## src/rtl/tone_pkg.sv

```systemverilog
// Shared sizing for the four-channel tone generator.
// Assumes the period width does not exceed the write data width.
package tone_pkg;
    localparam int TONE_CH_N    = 4;
    localparam int TONE_CNT_W   = 16;
    localparam int TONE_VOL_W   = 4;
    localparam int TONE_PORT_W  = 4;
    localparam int TONE_DATA_W  = 16;
    localparam int TONE_FREQ_P0 = 4;   // port of channel 0 period word
    localparam int TONE_VOL_P0  = 8;   // port holding channels 0 and 1 loudness
endpackage

```

## src/rtl/tone_regs.sv

```systemverilog
// Port-write decode and storage for period words and loudness values.
// Channel i takes its period from port FREQ_BASE+i. Loudness pairs share
// port VOL_BASE+i/2: the even channel sits in the upper nibble of the low
// byte, the odd one in the lower nibble. Writes land on the sampling clock.
module tone_regs #(
    parameter int CH_N      = 4,
    parameter int CNT_W     = 16,
    parameter int VOL_W     = 4,
    parameter int PORT_W    = 4,
    parameter int DATA_W    = 16,
    parameter int FREQ_BASE = 4,
    parameter int VOL_BASE  = 8
) (
    input  logic                         clk,
    input  logic                         rst_n,
    input  logic                         wr_en,
    input  logic [PORT_W-1:0]            wr_port,
    input  logic [DATA_W-1:0]            wr_data,
    output logic [CH_N-1:0][CNT_W-1:0]   period,
    output logic [CH_N-1:0][VOL_W-1:0]   loud
);
    for (genvar i = 0; i < CH_N; i++) begin : g_ch
        localparam int FP  = FREQ_BASE + i;
        localparam int VP  = VOL_BASE + i / 2;
        localparam int LSB = (i % 2 == 0) ? VOL_W : 0;

        logic [CNT_W-1:0] period_q;
        logic [VOL_W-1:0] loud_q;

        // Capture this channel's period word on a write to its port.
        always_ff @(posedge clk) begin
            if (!rst_n)
                period_q <= '0;
            else if (wr_en && wr_port == PORT_W'(FP))
                period_q <= wr_data[CNT_W-1:0];
        end

        // Capture this channel's loudness nibble from its shared port.
        always_ff @(posedge clk) begin
            if (!rst_n)
                loud_q <= '0;
            else if (wr_en && wr_port == PORT_W'(VP))
                loud_q <= wr_data[LSB +: VOL_W];
        end

        assign period[i] = period_q;
        assign loud[i]   = loud_q;
    end
endmodule

```

## src/rtl/tone_channel.sv

```systemverilog
// One square-wave channel. On each tick the counter reloads at zero,
// otherwise counts down. The level inverts on the step from 1 to 0.
// A zero period parks the level high with the counter at zero.
// Assumes tick is a single-cycle enable.
module tone_channel #(
    parameter int CNT_W = 16
) (
    input  logic             clk,
    input  logic             rst_n,
    input  logic             tick,
    input  logic [CNT_W-1:0] period,
    output logic [CNT_W-1:0] count,
    output logic             level
);
    logic [CNT_W-1:0] cnt_q;
    logic             lvl_q;

    // Advance the counter and the level once per tick.
    always_ff @(posedge clk) begin
        if (!rst_n) begin
            cnt_q <= '0;
            lvl_q <= 1'b1;
        end else if (tick) begin
            if (period == '0) begin
                cnt_q <= '0;
                lvl_q <= 1'b1;
            end else if (cnt_q == '0) begin
                cnt_q <= period;
            end else begin
                cnt_q <= cnt_q - 1'b1;
                if (cnt_q == CNT_W'(1))
                    lvl_q <= ~lvl_q;
            end
        end
    end

    assign count = cnt_q;
    assign level = lvl_q;
endmodule

```

## src/rtl/tone_mix.sv

```systemverilog
// Mixer: adds the loudness of every channel whose level is high.
// The sum width must hold CH_N full-scale loudness values.
module tone_mix #(
    parameter int CH_N  = 4,
    parameter int VOL_W = 4,
    parameter int SUM_W = 6
) (
    input  logic [CH_N-1:0]            level,
    input  logic [CH_N-1:0][VOL_W-1:0] loud,
    output logic [SUM_W-1:0]           sample
);
    // Gate each loudness by its level and accumulate.
    always_comb begin
        sample = '0;
        for (int i = 0; i < CH_N; i++) begin
            if (level[i])
                sample = sample + SUM_W'(loud[i]);
        end
    end
endmodule

```

## src/rtl/tone_mixer4.sv

```systemverilog
// Top of the four-channel tone generator: port decode, per-channel
// counters and the mixer. All state resets synchronously on low rst_n.
module tone_mixer4
    import tone_pkg::*;
#(
    parameter int CH_N      = TONE_CH_N,
    parameter int CNT_W     = TONE_CNT_W,
    parameter int VOL_W     = TONE_VOL_W,
    parameter int PORT_W    = TONE_PORT_W,
    parameter int DATA_W    = TONE_DATA_W,
    parameter int FREQ_BASE = TONE_FREQ_P0,
    parameter int VOL_BASE  = TONE_VOL_P0,
    localparam int SUM_W    = VOL_W + $clog2(CH_N)
) (
    input  logic              clk,
    input  logic              rst_n,
    input  logic              tick,
    input  logic              wr_en,
    input  logic [PORT_W-1:0] wr_port,
    input  logic [DATA_W-1:0] wr_data,
    output logic [CH_N-1:0]   level,
    output logic [SUM_W-1:0]  sample
);
    logic [CH_N-1:0][CNT_W-1:0] period;
    logic [CH_N-1:0][VOL_W-1:0] loud;
    logic [CH_N-1:0][CNT_W-1:0] count;

    tone_regs #(
        .CH_N(CH_N), .CNT_W(CNT_W), .VOL_W(VOL_W), .PORT_W(PORT_W),
        .DATA_W(DATA_W), .FREQ_BASE(FREQ_BASE), .VOL_BASE(VOL_BASE)
    ) u_regs (
        .clk(clk), .rst_n(rst_n), .wr_en(wr_en), .wr_port(wr_port),
        .wr_data(wr_data), .period(period), .loud(loud)
    );

    for (genvar i = 0; i < CH_N; i++) begin : g_chan
        tone_channel #(.CNT_W(CNT_W)) u_chan (
            .clk(clk), .rst_n(rst_n), .tick(tick), .period(period[i]),
            .count(count[i]), .level(level[i])
        );
    end

    tone_mix #(.CH_N(CH_N), .VOL_W(VOL_W), .SUM_W(SUM_W)) u_mix (
        .level(level), .loud(loud), .sample(sample)
    );
endmodule

```

## config.mk

```make
export PLATFORM = sky130hd
export DESIGN_NAME = tone_mixer4
export DESIGN_NICKNAME = d
export VERILOG_FILES = /design/src/rtl/tone_pkg.sv /design/src/rtl/tone_regs.sv /design/src/rtl/tone_channel.sv /design/src/rtl/tone_mix.sv /design/src/rtl/tone_mixer4.sv
export SDC_FILE = /design/constraint.sdc
export NUM_CORES = 1
export LEC_CHECK = 0
export ABC_AREA = 1
export BUFFER_PORTS_ARGS = -buffer_cell sky130_fd_sc_hd__buf_2
export CORE_AREA = 2 2 129 131
export DETAILED_ROUTE_END_ITERATION = 12
export DIE_AREA = 0 0 131 133
export HOLD_SLACK_MARGIN = 0.06
export PLACE_DENSITY = 0.8
export SLEW_MARGIN = 30
export SYNTH_ARGS = -nofsm -noshare
export SYNTH_HDL_FRONTEND = slang
export SYNTH_SLANG_ARGS = --single-unit
```

## constraint.sdc

```tcl
create_clock -name clk -period 5.8 [get_ports clk]
set_input_delay 0.29 -clock clk [delete_from_list [all_inputs] [get_ports clk]]
set_output_delay 0.29 -clock clk [all_outputs]
set_load 0.05 [all_outputs]
```

==> results.py, run 1 <==
metrics = {
    "setup_path": {
        "worstSetupPathType": "reg -> out",
        "path_delay_family": "adder cells",
        "timing.rr.start": "g_chan[1].u_chan.count[0]",
        "cp_num_buf_inv": 5,
        "critPathLaunchType": "register",
        "r2r_end": "g_chan[1].u_chan.count[4]",
        "path_cells": "nand2_1 -> inv_1 -> ha_1 -> inv_1 -> fa_1 -> o21ai_1 -> inv_1 -> fa_1 -> xor2_1 -> nand2_1 -> nand2_1 -> inv_1 -> ha_1 -> a21oi_1 -> nand2_1 -> nand2_1 -> nand2_1 -> nand2_1 -> o211ai_1 -> nand2_1 -> buf_2",
        "critPathMaxStageDelay_ns": 0.51,
        "cp-end-kind": "output pin",
        "crit_top_cell": "nand2_1",
        "arrival_ns": 4.10,
        "required_ns": 5.51,
        "path_depth": 21,
        "crit_path_max_fanout": 9,
        "crit_end": "sample[5]",
        "r2r_slack_ns": 3.79,
        "reg2regPathDepth": 9,
        "crit_path_start": "g_chan[0].u_chan.level",
        "cpMaxStageDelayCell": "dfxtp_1",
    },
    "global_route": {
        "track_usage_pct": 25.47,
        "grt_pass1_vias": 7716,
        "grt_pass1_wl_um": 35770,
        "met3_usage_pct": 4.974,
        "grtUsageMet1_pct": 34.79,
        "grt_max_degree": 86,
        "grt_use_met2_pct": 39.93,
        "grt-ovfl-total": 0,
        "grt_antenna_before_repair": 1,
        "busiest_layer": "met2",
    },
    "logic_synthesis": {
        "synthAdderAreaFrac_pct": 4.279,
        "ys_types": 32,
        "syn_nets": 1423,
        "syn_area_um2": 8713,
        "synth_top_family_by_area": "simple AND/OR/NAND/NOR gates",
        "synth-seq-area-share_pct": 34.00,
        "synthMuxAreaShare_pct": 0,
        "synth_top_area_cell": "dfxtp_1",
        "synth-compound-area-share_pct": 13.61,
        "synthSimpleGateAreaFrac_pct": 38.07,
        "yosysTopAreaCellShare_pct": 34.00,
        "syn_inst": 1371,
        "yosysWarnings": 0,
        "synth-seq-cells": 148,
        "avgSynthCellArea_um2": 6.355,
        "ys_top_cells_by_area": "dfxtp_1, nand2_1, nor2_1",
        "synthXorXnorAreaFrac_pct": 0.9047,
    },
    "timing": {
        "finalSetupViolCount": 0,
        "relSlewSlack_pct": 52.08,
        "finalCriticalPeriod_ns": 4.390,
        "period_share_pct": 75.69,
        "finClkSkew_ns": 0.008595,
        "fin_setup_tns_ns": 0,
        "hold_viol_final": 0,
        "fmax_mhz": 227.8,
        "fin_hold_ws_ns": 0.1984,
        "worst_slew_pin_slew_ns": 0.7189,
        "slew_viol_final": 0,
        "rsz0062_at_grt": "no",
        "fin_ws_ns": 1.410,
    },
    "cts": {
        "hold_buffers": 0,
        "clockRootBuffer": "clkbuf_16",
        "clk_latency_ns": 0.42,
        "postCtsSetupRepairBufs": 0,
        "clockBufferDepth": 2,
        "clock_sinks": 148,
        "clk_pin_slew_ns": 0.06,
        "cts_buffers": 17,
        "cts_tree": "built",
        "htreeDepth": 4,
        "ctsResizeCount": 0,
    },
    "route": {
        "vias": 8619,
        "drc": 0,
        "drtIter0Drc": 796,
        "wirelength_um": 21690,
        "via_per_inst": 5.357,
        "ant_nets": 0,
        "post_drt_wl_per_cell_um": 13.48,
        "drtPass1Iterations": 6,
    },
    "status": {
        "outcome": "finished, final reports clean",
    },
    "placement": {
        "globalplace.congestion": 0.8805,
        "place_ws_ns": 1.864,
        "port_buffers": 33,
        "dp_hpwl_um": 14990,
    },
    "layout": {
        "drive_above_1_share_pct": 8.279,
        "nets": 1430,
        "antenna_cells": 0,
        "fin_util_pct": 58.80,
        "areaGrowthSynthToFinish_pct": 9.133,
        "layout_common_cells": "nand2_1, nor2_1, nand3_1",
        "final_common_cell": "nand2_1",
        "n_fill_cell": 1525,
    },
    "floorplanning": {
        "core-area_um2": 16170,
        "die_y_um": 133,
        "die_area_um2": 17420,
        "io_pins": 34,
        "die_x_um": 131,
        "start_util_pct": 53.88,
        "num_rows": 47,
    },
    "min_path": {
        "hp-class": "in -> reg",
    },
    "job": {
        "drv_cap": 0,
    },
}
==> per-layer routing <==
metal	up-vias	wire, um
met5	-	0
met4	0	469
met3	38	1346
met2	247	9919
met1	3907	9957
li1	4427	-
==> synthesized netlist by cell type <==
cell type  count
nand3_1      154
dfxtp_1      148
and2_1         2
nor2_2        19
a21oi_1      131
inv_1        130
clkinv_1       4
inv_2          9
xor2_1         4
nand2_2        8
fa_1           3
o211ai_1       2
xnor2_1        5
buf_2          6
o21ai_1       14
nor2_1       214
buf_6          7
nand3b_1      13
o21ai_2        1
or2_2          1
a31oi_1        1
nand4_1       11
ha_1          25
nand3_2        1
nor2_4         4
clkbuf_1      30
nand2_1      324
buf_4          5
nand2_4        2
o21ai_0       86
nor2_8         4
nor3_1         3
==> sequential cells by signal, summed over array words and instances (netlist names) <==
| name | count |
|---|---|
| g_chan.u_chan.level | 4 |
| u_regs.g_ch.period_q | 64 |
| u_regs.g_ch.loud_q | 16 |
| g_chan.u_chan.count | 64 |
==> through the flow <==
step | instances | area (um2)
2_1_floorplan | 1371 | 8713
3_3_place_gp | 1579 | 8917
3_5_place_dp | 1579 | 8917
4_1_cts | 1609 | 9499
5_1_grt | 1609 | 9509
6_report | 1609 | 9509
==> worst min-delay path by stage <==
stage | cells after the start | start | end | slack (ns)
floorplan | 2 | wr_data[11] | u_regs.g_ch[0].period_q[11] | 0.42
global placement | 2 | g_chan[0].u_chan.count[1] | g_chan[0].u_chan.count[1] | 0.45
detailed placement | 2 | g_chan[0].u_chan.count[1] | g_chan[0].u_chan.count[1] | 0.46
CTS | 3 | wr_data[11] | u_regs.g_ch[0].period_q[11] | 0.18
global route | 3 | wr_data[9] | u_regs.g_ch[0].period_q[9] | 0.20
finish | 3 | wr_data[9] | u_regs.g_ch[0].period_q[9] | 0.20
==> cell families (layout without fill, tap and decap cells) <==
| logic type | after synthesis | after routing |
|---|---|---|
| xor+xnor | 9 | 9 |
| fa+ha+maj | 28 | 28 |
| simple gates | 760 | 760 |
| compound gates | 235 | 235 |
| buf+inv | 191 | 209 |
| flops | 148 | 148 |
==> worst register-to-register path: cells and delay by family, from the launching register on <==
| family | cells | cell delay [ns] |
|---|---|---|
| simple gates | 5 | 0.70 |
| buf+inv | 2 | 0.45 |
| flops | 1 | 0.42 |
| fa+ha+maj | 1 | 0.22 |
| compound gates | 1 | 0.14 |
==> cell type report <==
class | count | area (um2) | share of cell area [%]
Timing Repair Buffer | 36 | 187.7 | 1.974
Clock inverter | 9 | 131.4 | 1.382
Tap cell | 220 | 275.3 | 2.895
Inverter | 143 | 536.8 | 5.645
Clock buffer | 21 | 450.4 | 4.737
Multi-Input combinational cell | 1032 | 4965 | 52.21
Sequential cell | 148 | 2963 | 31.16
Power of run 1 is left out: the tool's default activity adds up to more than one toggle a clock period on the data nets, which glitch-free logic cannot reach.
==> run 2, diff against run 1 <==
ABC_AREA = 0   (was 1)
CORE_AREA = 2 2 125 127   (was 2 2 129 131)
DIE_AREA = 0 0 127 129   (was 0 0 131 133)
PLACE_DENSITY = 0.82   (was 0.8)
clock period = 3.8 ns   (was 5.8 ns; I/O delays follow)
==> run 2 against run 1 <==
The flow now finishes with violations (negative setup slack). Setup slack got worse by 1.7 ns. Worst hold slack got worse by 0.13 ns. Register-to-register slack worse by 2.5 ns. Via count down 9.0%. Cell count fell by 23%. Clock-buffer cell count shrank 3. Synthesized area is 7.6% lower. Sequential share of layout area increased by 1.3 points. Synthesized cell count is 25% lower. First-iteration DRC count grew 15%. Critical path depth fell by 3. Non-clock buffer count up 19. Critical path type unchanged. Critical endpoint is now sample[3]. Highest routed layer unchanged.
==> results.py, run 2 <==
metrics = {
    "status": {
        "outcome": "complete, but fails checks",
        "violations": "negative setup slack",
    },
    "floorplanning": {
        "die_x_um": 127,
        "io_pins": 34,
        "num_rows": 45,
        "core-area_um2": 14980,
        "start_util_pct": 53.78,
        "die_area_um2": 16380,
        "die_y_um": 129,
    },
    "logic_synthesis": {
        "synth_common_cells": "nand2_1, dfxtp_1, a21oi_1, nor2_1, o21ai_0",
        "synthArstFlopShare_pct": 0,
        "synthXorXnorAreaFrac_pct": 1.149,
        "postSynth.topFlopCell": "dfxtp_1",
        "synth_top_area_cell": "dfxtp_1",
        "synth-compound-area-share_pct": 22.12,
        "synth_edf_count": 0,
        "synthAdderAreaFrac_pct": 4.753,
        "syn_area_um2": 8055,
        "syn_nets": 1076,
        "ys_top_cells_by_area": "dfxtp_1, nand2_1, a21oi_1",
        "synth-seq-cells": 148,
        "yosysTopAreaCellShare_pct": 36.78,
        "ys_types": 76,
        "avgSynthCellArea_um2": 7.866,
        "post-synth-top-count-cell": "nand2_1",
        "syn_inst": 1024,
        "synth_top_family_by_area": "simple AND/OR/NAND/NOR gates",
        "synthMuxAreaShare_pct": 5.017,
        "yosysWarnings": 0,
        "synth-seq-area-share_pct": 36.78,
        "synthSimpleGateAreaFrac_pct": 25.27,
    },
    "layout": {
        "drive_above_1_share_pct": 13.41,
        "areaGrowthSynthToFinish_pct": 13.47,
        "layout_common_cells": "nand2_1, dfxtp_1, a21oi_1",
        "antenna_cells": 0,
        "fin_util_pct": 61.03,
        "nets": 1083,
        "final_common_cell": "nand2_1",
        "layout.cells.non_filler": 1232,
    },
    "global_route": {
        "grt_pass1_wl_um": 36290,
        "grt_pass1_vias": 7050,
        "grt_max_degree": 92,
        "grt-ovfl-total": 0,
        "grt_antenna_before_repair": 0,
        "track_usage_pct": 27.80,
    },
    "route": {
        "drc": 0,
        "vias": 7841,
        "wirelength_um": 22500,
        "drtIter0Drc": 918,
        "drtPass1Iterations": 8,
        "post_drt_wl_per_cell_um": 18.26,
        "ant_nets": 0,
        "via_per_inst": 6.364,
    },
    "setup_path": {
        "crit_path_max_fanout": 3,
        "critPathLaunchType": "register",
        "r2r_slack_ns": 1.34,
        "r2r_end": "g_chan[2].u_chan.count[3]",
        "timing.rr.start": "g_chan[2].u_chan.count[5]",
        "required_ns": 3.61,
        "arrival_ns": 3.88,
        "cp-end-kind": "output pin",
        "worstSetupPathType": "reg -> out",
        "reg2regPathDepth": 5,
    },
    "cts": {
        "cts_buffers": 17,
        "clock_sinks": 148,
        "htreeDepth": 4,
        "clockRootBuffer": "clkbuf_16",
        "cts_tree": "built",
        "clockBufferDepth": 2,
        "clk_pin_slew_ns": 0.07,
        "clk_latency_ns": 0.44,
    },
    "timing": {
        "relSlewSlack_pct": 37.02,
        "fin_ws_ns": -0.2676,
        "rsz0062_at_grt": "yes",
        "slew_viol_final": 0,
        "fmax_mhz": 245.8,
        "finalCriticalPeriod_ns": 4.068,
        "finalSetupViolCount": 4,
        "hold_viol_final": 0,
        "period_share_pct": 107.0,
        "finClkSkew_ns": 0.006381,
        "worst_slew_pin_slew_ns": 0.9411,
    },
    "placement": {
        "port_buffers": 33,
        "place_inst": 1192,
        "dp_hpwl_um": 14750,
        "globalplace.congestion": 0.8674,
    },
    "min_path": {
        "hp-start": "wr_data[14]",
        "hp-class": "in -> reg",
        "holdPathStages": 3,
        "hold_end": "u_regs.g_ch[1].period_q[14]",
    },
    "job": {
        "drv_cap": 0,
    },
    "pwr": {
        "p_leak_nw": 3.411,
        "p_per_area_nw_per_um2": 560.2,
        "irDropWorstVdd_uv": 345.3,
    },
}
## run 2: changes by cell type in the layout (fill, tap and decap cells not counted), moves of 30 or more
cell,before,now
nand2_1,324,164
nor4_1,0,30
inv_1,129,26
nand3_1,152,11
nor2_1,214,77
nor3_1,3,33
## run 2: layer usage
layer	vias up	GRT usage, %	routed length [um]
li1	3734	-	-
met1	3680	36.31	9272
met2	354	44.53	10350
met3	73	6.653	2040
met4	0	11.38	837
met5	-	0	0
## run 2: final cells by class
| class | instances | area (um2) |
|---|---|---|
| timing repair buffer | 55 | 377.9 |
| clock inverter | 14 | 131.4 |
| fill | 1276 | 5837 |
| multi-input combinational | 780 | 4882 |
| inverter | 29 | 108.9 |
| sequential | 148 | 2965 |
| clock buffer | 18 | 439.2 |
| tap | 188 | 235.2 |
## run 2: how the worst max path moves through the flow
stage / startpoint / to / slack, ns / cells after the start
after detailed placement: g_chan[0].u_chan.level / sample[4] / -0.1 / 16
final: g_chan[0].u_chan.level / sample[3] / -0.27 / 18
after global placement: g_chan[0].u_chan.level / sample[4] / -0.03 / 17
after floorplan: g_chan[0].u_chan.level / sample[5] / 0.007 / 17
after CTS: g_chan[0].u_chan.level / sample[5] / -0.34 / 18
after global routing: g_chan[0].u_chan.level / sample[5] / -0.44 / 18
## run 2: power breakdown
part / internal, W / total, W / switching, W
combinational: 0.000641 / 0.00175 / 0.00111
sequential: 0.00163 / 0.00173 / 0.000101
clock: 0.000883 / 0.00163 / 0.000751
## run 2: kinds of logic after synthesis
| kind of cell | Yosys count |
|---|---|
| XOR/XNOR | 9 |
| multiplexers | 39 |
| AO/OA/AOI/OAI | 290 |
| AND/OR/NAND/NOR | 413 |
| flip-flops | 148 |
| buffers and inverters | 96 |
| adder cells (fa/ha/maj) | 29 |
## run 2: timing repair
action	in CTS	in global routing
pin swaps	18	8
endpoints found under the setup margin	5	5
setup buffers	1	1
gates resized for setup	35	10
hold buffers	6	0
hold endpoints to repair	13	0
## run 2: worst max-delay path, stage by stage (launching register included)
cell and delay (ns):
dfxtp_2 0.32, and2_4 0.16, ha_4 0.14, inv_2 0.04, fa_2 0.35, xnor2_2 0.17, nand2_2 0.12, xor2_4 0.21
ha_4 0.24, a21oi_4 0.16, nand2_2 0.06, xor2_1 0.17, mux2_4 0.29, ha_4 0.25, buf_6 0.11, xnor2_2 0.13
a22o_1 0.21, a21o_1 0.16, buf_6 0.15
## run 2: stage by stage
step	TNS, ns	setup slack, ns	hold WS [ns]	total power, W	instance area, um2
2_1_floorplan	0	0.006867	0.3260	0.003133	8063
5_1_grt	-1.406	-0.4431	0.06813	0.005407	9140
6_report	-0.7832	-0.2676	0.07234	0.005121	9140
4_1_cts	-1.105	-0.3363	0.06112	0.005079	9072
3_3_place_gp	-0.03462	-0.03462	0.4469	0.003413	8282
3_5_place_dp	-0.1807	-0.09739	0.4599	0.003442	8282
(Power assumes the default switching activity.)
==> run 3, diff against run 2 <==
==> constraint.sdc (replaced) <==
create_clock -name clk -period 3.8 [get_ports clk]
set_input_delay 0.38 -clock clk [delete_from_list [all_inputs] [get_ports clk]]
set_output_delay 0.38 -clock clk [all_outputs]
set_load 0.05 [all_outputs]
==> run 3 against run 2 <==
The flow still finishes with violations (negative setup slack). Register-to-register slack better by 0.04 ns. Highest routed layer unchanged. First-iteration DRC count fell by 3.5%. Critical path type unchanged. Die area unchanged. Wire length shrank 1.2%. Sequential share of layout area down 0.13 points.
==> results.py, run 3 (same netlist as run 2, synthesis figures left out) <==
metrics = {
    "setup_path": {
        "required_ns": 3.42,
        "r2r_slack_ns": 1.38,
        "path_cells": "and2_4 -> ha_4 -> inv_2 -> fa_2 -> xnor2_2 -> nand2_1 -> xor2_2 -> ha_1 -> a21oi_2 -> nand2_2 -> xor2_2 -> mux2_4 -> ha_4 -> o21ai_2 -> nor2_2 -> mux2i_2 -> o22ai_4 -> buf_6",
        "cp-end-kind": "output pin",
        "r2r_end": "g_chan[2].u_chan.count[3]",
        "worstSetupPathType": "reg -> out",
        "crit_path_max_fanout": 3,
        "critPathLaunchType": "register",
        "critPathMaxStageDelay_ns": 0.36,
        "cpMaxStageDelayCell": "fa_2",
        "reg2regPathDepth": 5,
        "arrival_ns": 4.00,
        "timing.rr.start": "g_chan[2].u_chan.count[5]",
    },
    "timing": {
        "hold_viol_final": 0,
        "period_share_pct": 115.2,
        "fin_setup_tns_ns": -2.186,
        "rsz0062_at_grt": "yes",
        "fin_hold_ws_ns": 0.2568,
        "fin_ws_ns": -0.5793,
        "slew_viol_final": 0,
        "finalSetupViolCount": 5,
        "finClkSkew_ns": 0.008156,
        "fmax_mhz": 228.3,
        "relSlewSlack_pct": 39.15,
        "worst_slew_pin_slew_ns": 0.9097,
        "finalCriticalPeriod_ns": 4.379,
    },
    "floorplanning": {
        "start_util_pct": 53.78,
        "num_rows": 45,
        "die_x_um": 127,
        "die_area_um2": 16380,
        "io_pins": 34,
        "core-area_um2": 14980,
        "die_y_um": 129,
    },
    "placement": {
        "port_buffers": 33,
        "place_inst": 1198,
        "dp_hpwl_um": 14590,
        "place_ws_ns": -0.2994,
        "globalplace.congestion": 0.9059,
    },
    "pwr": {
        "p_sw_share_pct": 36.02,
        "p_comb_share_pct": 32.9,
        "p_leak_nw": 3.468,
        "p_per_area_nw_per_um2": 575.8,
        "intPower_w": 0.003381,
        "switching_power_w": 0.001903,
        "seqPwrFrac_pct": 32.8,
        "clock_power_share_pct": 34.3,
        "irDropWorstVdd_uv": 339.0,
    },
    "route": {
        "via_per_inst": 6.286,
        "wirelength_um": 22220,
        "drtIter0Drc": 886,
        "vias": 7770,
        "post_drt_wl_per_cell_um": 17.98,
        "ant_nets": 0,
        "drtPass1Iterations": 8,
        "drc": 0,
    },
    "min_path": {
        "holdPathStages": 3,
        "hold_end": "u_regs.g_ch[3].period_q[10]",
        "hp-start": "wr_data[10]",
        "hp-class": "in -> reg",
    },
    "layout": {
        "nets": 1087,
        "drive_above_1_share_pct": 14.03,
        "antenna_cells": 0,
        "final_common_cell": "nand2_1",
        "areaGrowthSynthToFinish_pct": 13.93,
        "fin_util_pct": 61.28,
        "layout_common_cells": "nand2_1, dfxtp_1, a21oi_1",
        "n_fill_cell": 1248,
        "layout.cells.non_filler": 1236,
    },
    "global_route": {
        "grt_antenna_before_repair": 0,
        "grt_max_degree": 52,
        "track_usage_pct": 27.15,
        "grt_pass1_vias": 7208,
        "grt-ovfl-total": 0,
        "grt_pass1_wl_um": 35910,
    },
    "cts": {
        "htreeDepth": 4,
        "cts_tree": "built",
        "clockBufferDepth": 2,
        "clk_latency_ns": 0.42,
        "clock_sinks": 148,
        "clk_pin_slew_ns": 0.06,
        "clockRootBuffer": "clkbuf_16",
        "cts_buffers": 17,
    },
    "job": {
        "drv_cap": 0,
    },
    "status": {
        "outcome": "complete, but fails checks",
        "violations": "negative setup slack",
    },
}
## run 3: cell count changes in the layout (fill, tap and decap cells not counted), sizes merged
cell | previous run | this run
buf | 49 | 59
bufinv | 0 | 4
clkinvlp | 3 | 2
dlygate4sd3 | 6 | 0
clkinv | 3 | 5
inv | 37 | 32
## run 3: power by group through the flow
stage          clock network [W]  registers [W]  logic [W]
6_report                 0.00181        0.00173    0.00174
5_1_grt                  0.00189        0.00175    0.00192
4_1_cts                  0.00181        0.00173    0.00170
3_5_place_dp                   0        0.00176    0.00167
3_3_place_gp                   0        0.00176    0.00165
2_1_floorplan                  0        0.00173    0.00141
## run 3: how the worst max path moves through the flow
stage | from | to | slack (ns) | depth (start not counted)
2_1_floorplan | g_chan[0].u_chan.level | sample[5] | 0.01 | 17
5_1_grt | g_chan[0].u_chan.level | sample[5] | -0.70 | 18
3_3_place_gp | g_chan[0].u_chan.level | sample[5] | -0.17 | 18
6_report | g_chan[0].u_chan.level | sample[5] | -0.58 | 18
3_5_place_dp | g_chan[0].u_chan.level | sample[5] | -0.30 | 18
4_1_cts | g_chan[0].u_chan.level | sample[5] | -0.54 | 18
## run 3: critical path, delay by kind of cell, from the launching register on
kind,cells,cell delay [ns]
adder cells (fa/ha/maj),4,1.11
buffers and inverters,2,0.20
XOR/XNOR,3,0.47
multiplexers,2,0.57
AND/OR/NAND/NOR,4,0.54
flip-flops,1,0.35
AO/OA/AOI/OAI,3,0.33
## run 3: timing repair
item                       in CTS  in global routing
hold buffers                    0                  0
hold endpoints to repair        0                  0
gates resized for setup        28                  9
setup buffers                   2                  4
setup endpoints to repair       5                  5
pin swaps                      12                 10
## run 3: routing by layer
layer / GRT usage, % / share of wire [%]
met4: 11.05 / 2.8
met5: 0 / 0
met1: 35.78 / 42
met3: 5.364 / 8.6
met2: 43.99 / 46
## run 3: stage by stage
stage,power (W),area [um2]
2_1_floorplan,0.003133,8074
5_1_grt,0.005556,9178
6_report,0.005284,9178
3_3_place_gp,0.003412,8338
3_5_place_dp,0.003435,8338
4_1_cts,0.005242,9099
## run 3: final cells by class
type	count	area, um2	share of cell area (%)
tap	188	235.2	2.563
clock buffer	18	429.2	4.676
inverter	29	108.9	1.186
timing repair buffer	59	395.4	4.308
multi-input combinational	780	4843	52.77
sequential	148	2965	32.31
clock inverter	14	200.2	2.181
